<file path="config.mk">
export PLATFORM = sky130hd
export DESIGN_NAME = pdma_window
export DESIGN_NICKNAME = d
export VERILOG_FILES = /design/src/rtl/pdma_window.sv
export SDC_FILE = /design/constraint.sdc
export NUM_CORES = 1
export LEC_CHECK = 0
export BUFFER_PORTS_ARGS = -buffer_cell sky130_fd_sc_hd__buf_2
export CAP_MARGIN = 20
export CORE_MARGIN = 1
export CORE_UTILIZATION = 57
export CTS_BUF_LIST = sky130_fd_sc_hd__clkbuf_16
export CTS_CLUSTER_SIZE = 8
export DETAILED_ROUTE_END_ITERATION = 8
export PLACE_DENSITY = 0.78
export SETUP_SLACK_MARGIN = 0.1
export SLEW_MARGIN = 20
export SYNTH_ARGS = -nofsm -noshare
export SYNTH_HDL_FRONTEND = slang
export SYNTH_SLANG_ARGS = --single-unit
</file>
<file path="constraint.sdc">
create_clock -name clk -period 4.1 [get_ports clk]
set_input_delay 0.205 -clock clk [delete_from_list [all_inputs] [get_ports clk]]
set_output_delay 0.205 -clock clk [all_outputs]
set_load 0.01 [all_outputs]
</file>
<file path="src/rtl/pdma_window.sv">
module pdma_window #(
  parameter int DEPTH = 32
) (
  input  logic                       clk,
  input  logic                       rst_n,
  input  logic                       arm,
  input  logic [1:0]                 arm_origin,
  input  logic [$clog2(DEPTH)-1:0]   arm_offset,
  input  logic [$clog2(DEPTH):0]     arm_len,
  input  logic                       host_wr,
  input  logic                       host_rd,
  input  logic                       host_size2,
  input  logic [15:0]                host_wdata,
  input  logic [23:0]                tc_in,
  input  logic                       side_we,
  input  logic [$clog2(DEPTH)-1:0]   side_addr,
  input  logic [7:0]                 side_wdata,
  output logic [15:0]                host_rdata,
  output logic                       drq,
  output logic                       done,
  output logic [$clog2(DEPTH):0]     len_left,
  output logic [$clog2(DEPTH):0]     moved,
  output logic [1:0]                 origin,
  output logic                       tc_we,
  output logic [7:0]                 tc_lo,
  output logic [7:0]                 tc_mid,
  output logic [7:0]                 tc_hi,
  output logic [7:0]                 side_rdata
);
  localparam int IDX_W = $clog2(DEPTH);
  localparam int LEN_W = IDX_W + 1;

  logic [7:0]       mem [DEPTH];
  logic [LEN_W-1:0] start_q, cur_q, len_q;
  logic [23:0]      tc_q;
  logic             armed_q;

  wire              len_nz = (len_q != '0);
  wire              wr_go  = host_wr && !arm && len_nz && (tc_in != 24'd0);
  wire              rd_go  = host_rd && !host_wr && !arm && len_nz;
  wire              rd_nil = host_rd && !host_wr && !arm && !len_nz;
  wire [LEN_W-1:0]  step   = host_size2 ? LEN_W'(2) : LEN_W'(1);
  wire [LEN_W-1:0]  len_nx = (len_q > step) ? len_q - step : '0;
  wire [IDX_W-1:0]  idx0   = cur_q[IDX_W-1:0];
  wire [IDX_W-1:0]  idx1   = idx0 + IDX_W'(1);

  assign len_left   = len_q;
  assign moved      = cur_q - start_q;
  assign {tc_hi, tc_mid, tc_lo} = tc_q;
  assign side_rdata = mem[side_addr];

  always_ff @(posedge clk) begin
    if (side_we) mem[side_addr] <= side_wdata;
    if (wr_go) begin
      if (host_size2) begin
        mem[idx0] <= host_wdata[15:8];
        mem[idx1] <= host_wdata[7:0];
      end else begin
        mem[idx0] <= host_wdata[7:0];
      end
    end
  end

  always_ff @(posedge clk or negedge rst_n) begin
    if (!rst_n) begin
      start_q    <= '0;
      cur_q      <= '0;
      len_q      <= '0;
      origin     <= '0;
      armed_q    <= 1'b0;
      drq        <= 1'b0;
      done       <= 1'b0;
      tc_we      <= 1'b0;
      tc_q       <= '0;
      host_rdata <= '0;
    end else begin
      done  <= 1'b0;
      tc_we <= 1'b0;
      if (arm) begin
        origin  <= arm_origin;
        start_q <= LEN_W'(arm_offset);
        cur_q   <= LEN_W'(arm_offset);
        len_q   <= arm_len;
        armed_q <= 1'b1;
        drq     <= 1'b1;
      end else if (wr_go || rd_go) begin
        cur_q <= cur_q + step;
        len_q <= len_nx;
        if (len_nx == '0 && armed_q) begin
          drq     <= 1'b0;
          done    <= 1'b1;
          armed_q <= 1'b0;
        end
        if (wr_go) begin
          tc_we <= 1'b1;
          tc_q  <= tc_in - 24'(step);
        end else begin
          host_rdata <= host_size2 ? {mem[idx0], mem[idx1]} : {8'h00, mem[idx0]};
        end
      end else if (rd_nil) begin
        host_rdata <= '0;
      end
    end
  end

  a_r9_done_drops_drq: assert property (@(posedge clk) disable iff (!rst_n)
    done |-> !drq);
  a_r9_one_shot: assert property (@(posedge clk) disable iff (!rst_n)
    done |=> !done);
  a_r7_no_wb_tc_zero: assert property (@(posedge clk) disable iff (!rst_n)
    (host_wr && !arm && tc_in == 24'd0) |=> !tc_we);
  a_r8_zero_read: assert property (@(posedge clk) disable iff (!rst_n)
    (host_rd && !host_wr && !arm && len_left == '0) |=> (host_rdata == '0 && $stable(len_left)));
  a_r11_clamp: assert property (@(posedge clk) disable iff (!rst_n)
    ((host_wr || host_rd) && host_size2 && !arm && len_left == LEN_W'(1) && tc_in != 24'd0)
      |=> (len_left == '0 && done));
  a_r12_arm_wins: assert property (@(posedge clk) disable iff (!rst_n)
    arm |=> (len_left == $past(arm_len) && !tc_we && drq));
endmodule

</file>
* After elaboration in Yosys (flattened, before gate mapping)
Memory sizes are Yosys's and may differ from the RTL's. Cells that the tools add are included.
Operators by class: reductions and logical operators 21, multiplexer cells 28, add/subtract/negate cells 5, bitwise operators 2, eq/ne operators 1, magnitude comparators 1
Operator list (number):
- 16-bit two-way mux | 4
- 6-bit two-way mux | 5
- 24-bit nonzero test | 1
- 24-bit by 2-bit subtractor with 24-bit output | 1
- 1-bit two-way mux | 17
- 1-bit logical AND | 8
- 8-bit two-way mux | 1
- 6-bit by 2-bit adder with 6-bit output | 1
- 6-bit by 2-bit greater-than comparator with 1-bit output | 1
- 6-bit zero test | 1
- 3-bit AND reduction | 2
- 2-bit nonzero test | 3
- 6-bit nonzero test | 1
- 6-bit by 2-bit subtractor with 6-bit output | 1
- 6-bit by 5-bit subtractor with 6-bit output | 1
- 5-bit by 1-bit adder with 5-bit output, second input constant | 1
- 1-bit zero test | 3
- 2-bit two-way mux | 1
- 2-bit != test, second input constant | 1
- 2-bit AND reduction | 1
- 1-bit logical OR | 1
- 1-bit inverter | 1
- 1-bit OR | 1
Storage, ports and cells: input port bits 73, memories kept 1, output and inout bits 65, register bits after elaboration 62, bits in writable memories 256
Memory list:
- mem | words 32, width 8, read ports 3, clocked after memory_dff 0, wr ports 3, line 33 | logic [7:0] mem [DEPTH];

* Logic depth before layout (Yosys ltp)
word-level depth 8, mapped depth 14, mapped depth without buffers 9

* Worst setup path before layout
No wires, ideal clock.
kind reg2reg, start point register cur_q[0], end point register host_rdata[3], arrival 4.331 ns, stages on the path, launching flop included 14, period minus slack after synthesis 4.457 ns, slack -0.357 ns, data required time 3.974 ns, cells stage by stage dfrtp_1 -> clkbuf_1 -> buf_2 -> buf_1 -> clkbuf_1 -> inv_1 -> ha_1 -> buf_2 -> buf_2 -> buf_1 -> mux4_2 -> o22ai_1 -> o21ai_0 -> a221o_1
Between the ends: longest elaborated chain between the ends 5
Ends and longest elaborated chain:
- start: declaration | line 34 | logic [LEN_W-1:0] start_q, cur_q, len_q;
- start signal: assignment | line 82 | cur_q <= LEN_W'(arm_offset);
- start signal: assignment | line 87 | cur_q <= cur_q + step;
- 5-bit by 1-bit adder with 5-bit output | line 45 | wire [IDX_W-1:0] idx1 = idx0 + IDX_W'(1);
- memory read 32 x 8 bit *
- 16-bit two-way mux * | line 98 | host_rdata <= host_size2 ? {mem[idx0], mem[idx1]} : {8'h00, mem[idx0]};
- 16-bit two-way mux * | line 94 | if (wr_go) begin
- 16-bit two-way mux * | line 86 | end else if (wr_go || rd_go) begin
- end signal: assignment | line 98
- end: declaration | line 18 | output logic [15:0] host_rdata,
Mark *: on every way between the ends. The rest lies on a longest branch, timed or not. The select of a mux whose other input is x is not followed. A chain may end at the register's enable or synchronous reset.

* Worst setup path in the final report
start point register cur_q[1], end point register host_rdata[6]
The elaborated chain is that of the path after synthesis.

==> impl_metrics.toml <==
[power]
static-leakage-power_nw = 9.66
vdd_drop_max_mv = 0.272
power.net_switching_mw = 3.68
relative_contribution_of_sequential_cells_to_total_power_pct = 35.9
switching_share_pct = 34.2
p_int_mw = 7.08
power.clock.fraction_pct = 32.2
power.total_mw = 10.8
relative_contribution_of_combinational_cells_to_total_power_pct = 32.0
power.density_cell_area_nw_per_um2 = 399

[yosys]
synth.top_cell.area_share_pct = 32.0
synthDominantAreaCellType = "sky130_fd_sc_hd__edfxtp_1"
yosys_warnings = 0
async_reset_ff_share_pct = 19.5
synthesized_area_divided_by_synthesized_cell_count_um2 = 10.6
post_synth_and_or_nand_nor_area_fraction_pct = 13.3
postSynthNetCount = 2354
ys_ff_latch = 318
synth.yosys.seq_area_share_pct = 38.5
synth-adder-area-share_pct = 1.17
synth-xor-area-share_pct = 1.10
synth.mux.area_fraction_pct = 24.4
ys_top_cells_by_area = "sky130_fd_sc_hd__edfxtp_1 32%, sky130_fd_sc_hd__mux4_2 18%, sky130_fd_sc_hd__dfrtp_1 6.5%"
synth.distinct_cells = 70
number_of_flops_mapped_to_enable_cells_by_yosys = 256
synth_top_family_by_area = "multiplexers"
syn_area_um2 = 24000
synth_flop_cell = "sky130_fd_sc_hd__edfxtp_1"
synth_compound_gate_area_share_pct = 17.0
synthesized_netlist_cell_count = 2261

[worst_setup_path]
crit-reg2reg-capture = "host_rdata[6]"
reg2reg_depth = 7
rrSetupSlack_ps = 380
critical_path_peak_fanout = 40
criticalPathCategory = "register to register"
startpoint_type = "register"
crit_required_ps = 4580
critical_path.endpoint_type = "register"
worst_ep_arrival_time_ps = 4200
timing.rr.start = "cur_q[1]"

[cts]
cts_tree = "done"
clkTransAtPathRegs_ps = 50
clock_sinks = 318
cts_htree_levels = 2
cts.root.buffer_cell = "sky130_fd_sc_hd__clkbuf_16"
post_cts_setup_repair_bufs = 0
clock_latency_ps = 590
cts-root-to-sink-buffers = 3
numCtsBuffers = 45

[timing]
clock_tree_skew_after_final_layout_ps = 27.6
totalNegativeSetupSlack_ps = 0
setup_viol = 0
timing_max_transition_violations_final = 0
total_count_of_hold_check_failures_in_the_final_report = 0
tightestPinTransition_ps = 1150
final_min_period_over_clock_period_pct = 90.8
worst_case_headroom_to_the_max_slew_limit_pct = 23.2
peak_clock_frequency_supported_by_timing_ghz = 0.269
rsz_0062_raised_after_global_routing = "false"
period_minus_slack_ps = 3720

[die]
core-area_um2 = 41200
placement_rows = 74
die_w_um = 207
fp.dieArea_um2 = 42900
floorplan.die.height_um = 207
initial_core_util_pct = 58.2
io-pin-count = 138

[hold_path]
worst_hold_path_type = "primary input to register"
holdPathStages = 3
min_delay_worst_endpoint = "tc_q[5]"
hold_path.startpoint = "tc_in[5]"

[grt]
initial_antenna_violation_count = 0
grt_max_degree = 63
grt-ovfl-total = 0
grt_pass1_vias = 21000
grt_first_pass_wirelength_mm = 143
track_usage_pct = 46.0

[detailed_routing]
wl_mm = 99.2
detailedRoute.firstIterationViolations = 3963
viasPerCell = 7.68
drt-pass1-iter-count = 6
via_count_of_the_routed_design = 22300
antenna_violating_nets_post_route = 0
post-route-drc-count = 0
wl_per_cell_um = 34.1

[finish]
post_route_cells_drive_above_1_share_pct = 26.7
nets = 2452
flow.area_growth_from_synthesis_pct = 12.4
n_antenna_cell = 0

[placed_design]
port-buffer-count = 137
routabilityCongestion = 1.12
hpwl_mm = 67.3

[run]
timing.max_cap.violations = 0

[run_status]
run_status = "finished, final reports clean"
[registers in the layout, summed over array words and instances, names as in the netlist]
| signal | cells |
|---|---|
| mem | 256 |
| tc_q | 24 |
| host_rdata | 16 |
| cur_q | 6 |
| len_left | 6 |
| start_q | 5 |
| origin | 2 |
| done | 1 |
| drq | 1 |
| tc_we | 1 |
[per-layer routing]
layer / part of all wire (%) / vias up / global-route usage [%]
met1: 33 / 10700 / 59.7
met2: 42 / 2268 / 65.6
met3: 18 / 471 / 16.7
met5: 0.015 / - / 0.445
met4: 7.4 / 2 / 28.2
li1: - / 8874 / -
[final cells by class]
type / instances / area, um^2
clock buffers: 47 / 1180
clock inverters: 17 / 68.8
fillers: 3029 / 14200
inverters: 29 / 109
multi-input cells: 1677 / 13700
flip-flops and latches: 318 / 9250
well taps: 532 / 666
repair buffers: 288 / 1950
[Yosys cell counts, types with 16 or more instances]
cell	n
sky130_fd_sc_hd__nor4_1	19
sky130_fd_sc_hd__o2bb2ai_1	24
sky130_fd_sc_hd__o22ai_1	49
sky130_fd_sc_hd__mux2_2	103
sky130_fd_sc_hd__o21ai_0	179
sky130_fd_sc_hd__a22oi_1	33
sky130_fd_sc_hd__nand2_1	287
sky130_fd_sc_hd__nand3_1	23
sky130_fd_sc_hd__clkbuf_1	167
sky130_fd_sc_hd__ha_1	16
sky130_fd_sc_hd__o21ai_1	41
sky130_fd_sc_hd__a22o_1	26
sky130_fd_sc_hd__nor2_1	144
sky130_fd_sc_hd__o21a_1	30
sky130_fd_sc_hd__dfrtp_1	62
sky130_fd_sc_hd__buf_2	35
sky130_fd_sc_hd__nor3_1	33
sky130_fd_sc_hd__a211o_1	21
sky130_fd_sc_hd__xnor2_1	20
sky130_fd_sc_hd__inv_1	23
sky130_fd_sc_hd__a21oi_1	51
sky130_fd_sc_hd__and2_1	88
sky130_fd_sc_hd__edfxtp_1	256
sky130_fd_sc_hd__a21o_1	38
sky130_fd_sc_hd__buf_1	23
sky130_fd_sc_hd__o31ai_1	43
sky130_fd_sc_hd__mux4_2	192
sky130_fd_sc_hd__a211oi_1	40
sky130_fd_sc_hd__mux2i_1	18
[critical path, stage by stage (launching register included)]
cell and delay (ps):
sky130_fd_sc_hd__dfrtp_4 580, sky130_fd_sc_hd__buf_4 600, sky130_fd_sc_hd__nand2_1 180, sky130_fd_sc_hd__a21boi_0 530, sky130_fd_sc_hd__o22a_1 490, sky130_fd_sc_hd__o22ai_1 340, sky130_fd_sc_hd__or4_1 640, sky130_fd_sc_hd__o221ai_1 230
[worst max-delay path by stage]
| stage | startpoint | to |
|---|---|---|
| detailed placement | tc_in[12] | mem[3][6] |
| floorplan | cur_q[0] | host_rdata[3] |
| global route | cur_q[1] | mem[23][2] |
| global placement | tc_in[14] | mem[11][6] |
| CTS | cur_q[1] | mem[23][1] |
| finish | cur_q[1] | host_rdata[6] |
[cells by family after synthesis]
| family | count (synthesis) |
|---|---|
| buffers and inverters | 266 |
| adder cells (fa/ha/maj) | 20 |
| flip-flops | 318 |
| XOR/XNOR | 30 |
| AND/OR/NAND/NOR | 684 |
| multiplexers | 321 |
| AO/OA/AOI/OAI | 622 |
[cells in the final DEF, fill, tap and decap left out, drive strengths merged, types with 43 or more instances in the layout]
cell type / instances
buf: 257
o22ai: 49
o31ai: 43
clkbuf: 47
edfxtp: 256
and2: 99
a21oi: 51
dfrtp: 62
mux2: 103
o21ai: 221
nor2: 144
mux4: 192
nand2: 287
[power by group through the flow]
stage	logic (mW)	clock network, mW	registers [mW]
after floorplan	2.00	0	3.89
after detailed placement	3.24	0	3.91
after global placement	3.19	0	3.89
final	3.44	3.46	3.86
after CTS	3.28	3.44	3.85
after global routing	3.53	3.54	3.87
[per-stage QoR]
step                      setup slack, ps  hold WS (ps)  utilization [%]  std cells  instance area (um^2)
after floorplan                       101         -90.6                -       2261                 24000
after global placement                684           404             61.6       2813                 25400
after detailed placement              626           411             61.6       2813                 25400
after CTS                             613          2.27             65.4       2908                 27000
after global routing                  350          43.8             65.4       2908                 27000
final                                 379          10.6             65.4       2908                 27000
[what timing repair did]
action	4_1_cts	5_1_grt
endpoints found under the hold margin	97	0
hold buffers	31	0
gates resized for setup	0	0
(Power assumes the default switching activity.)
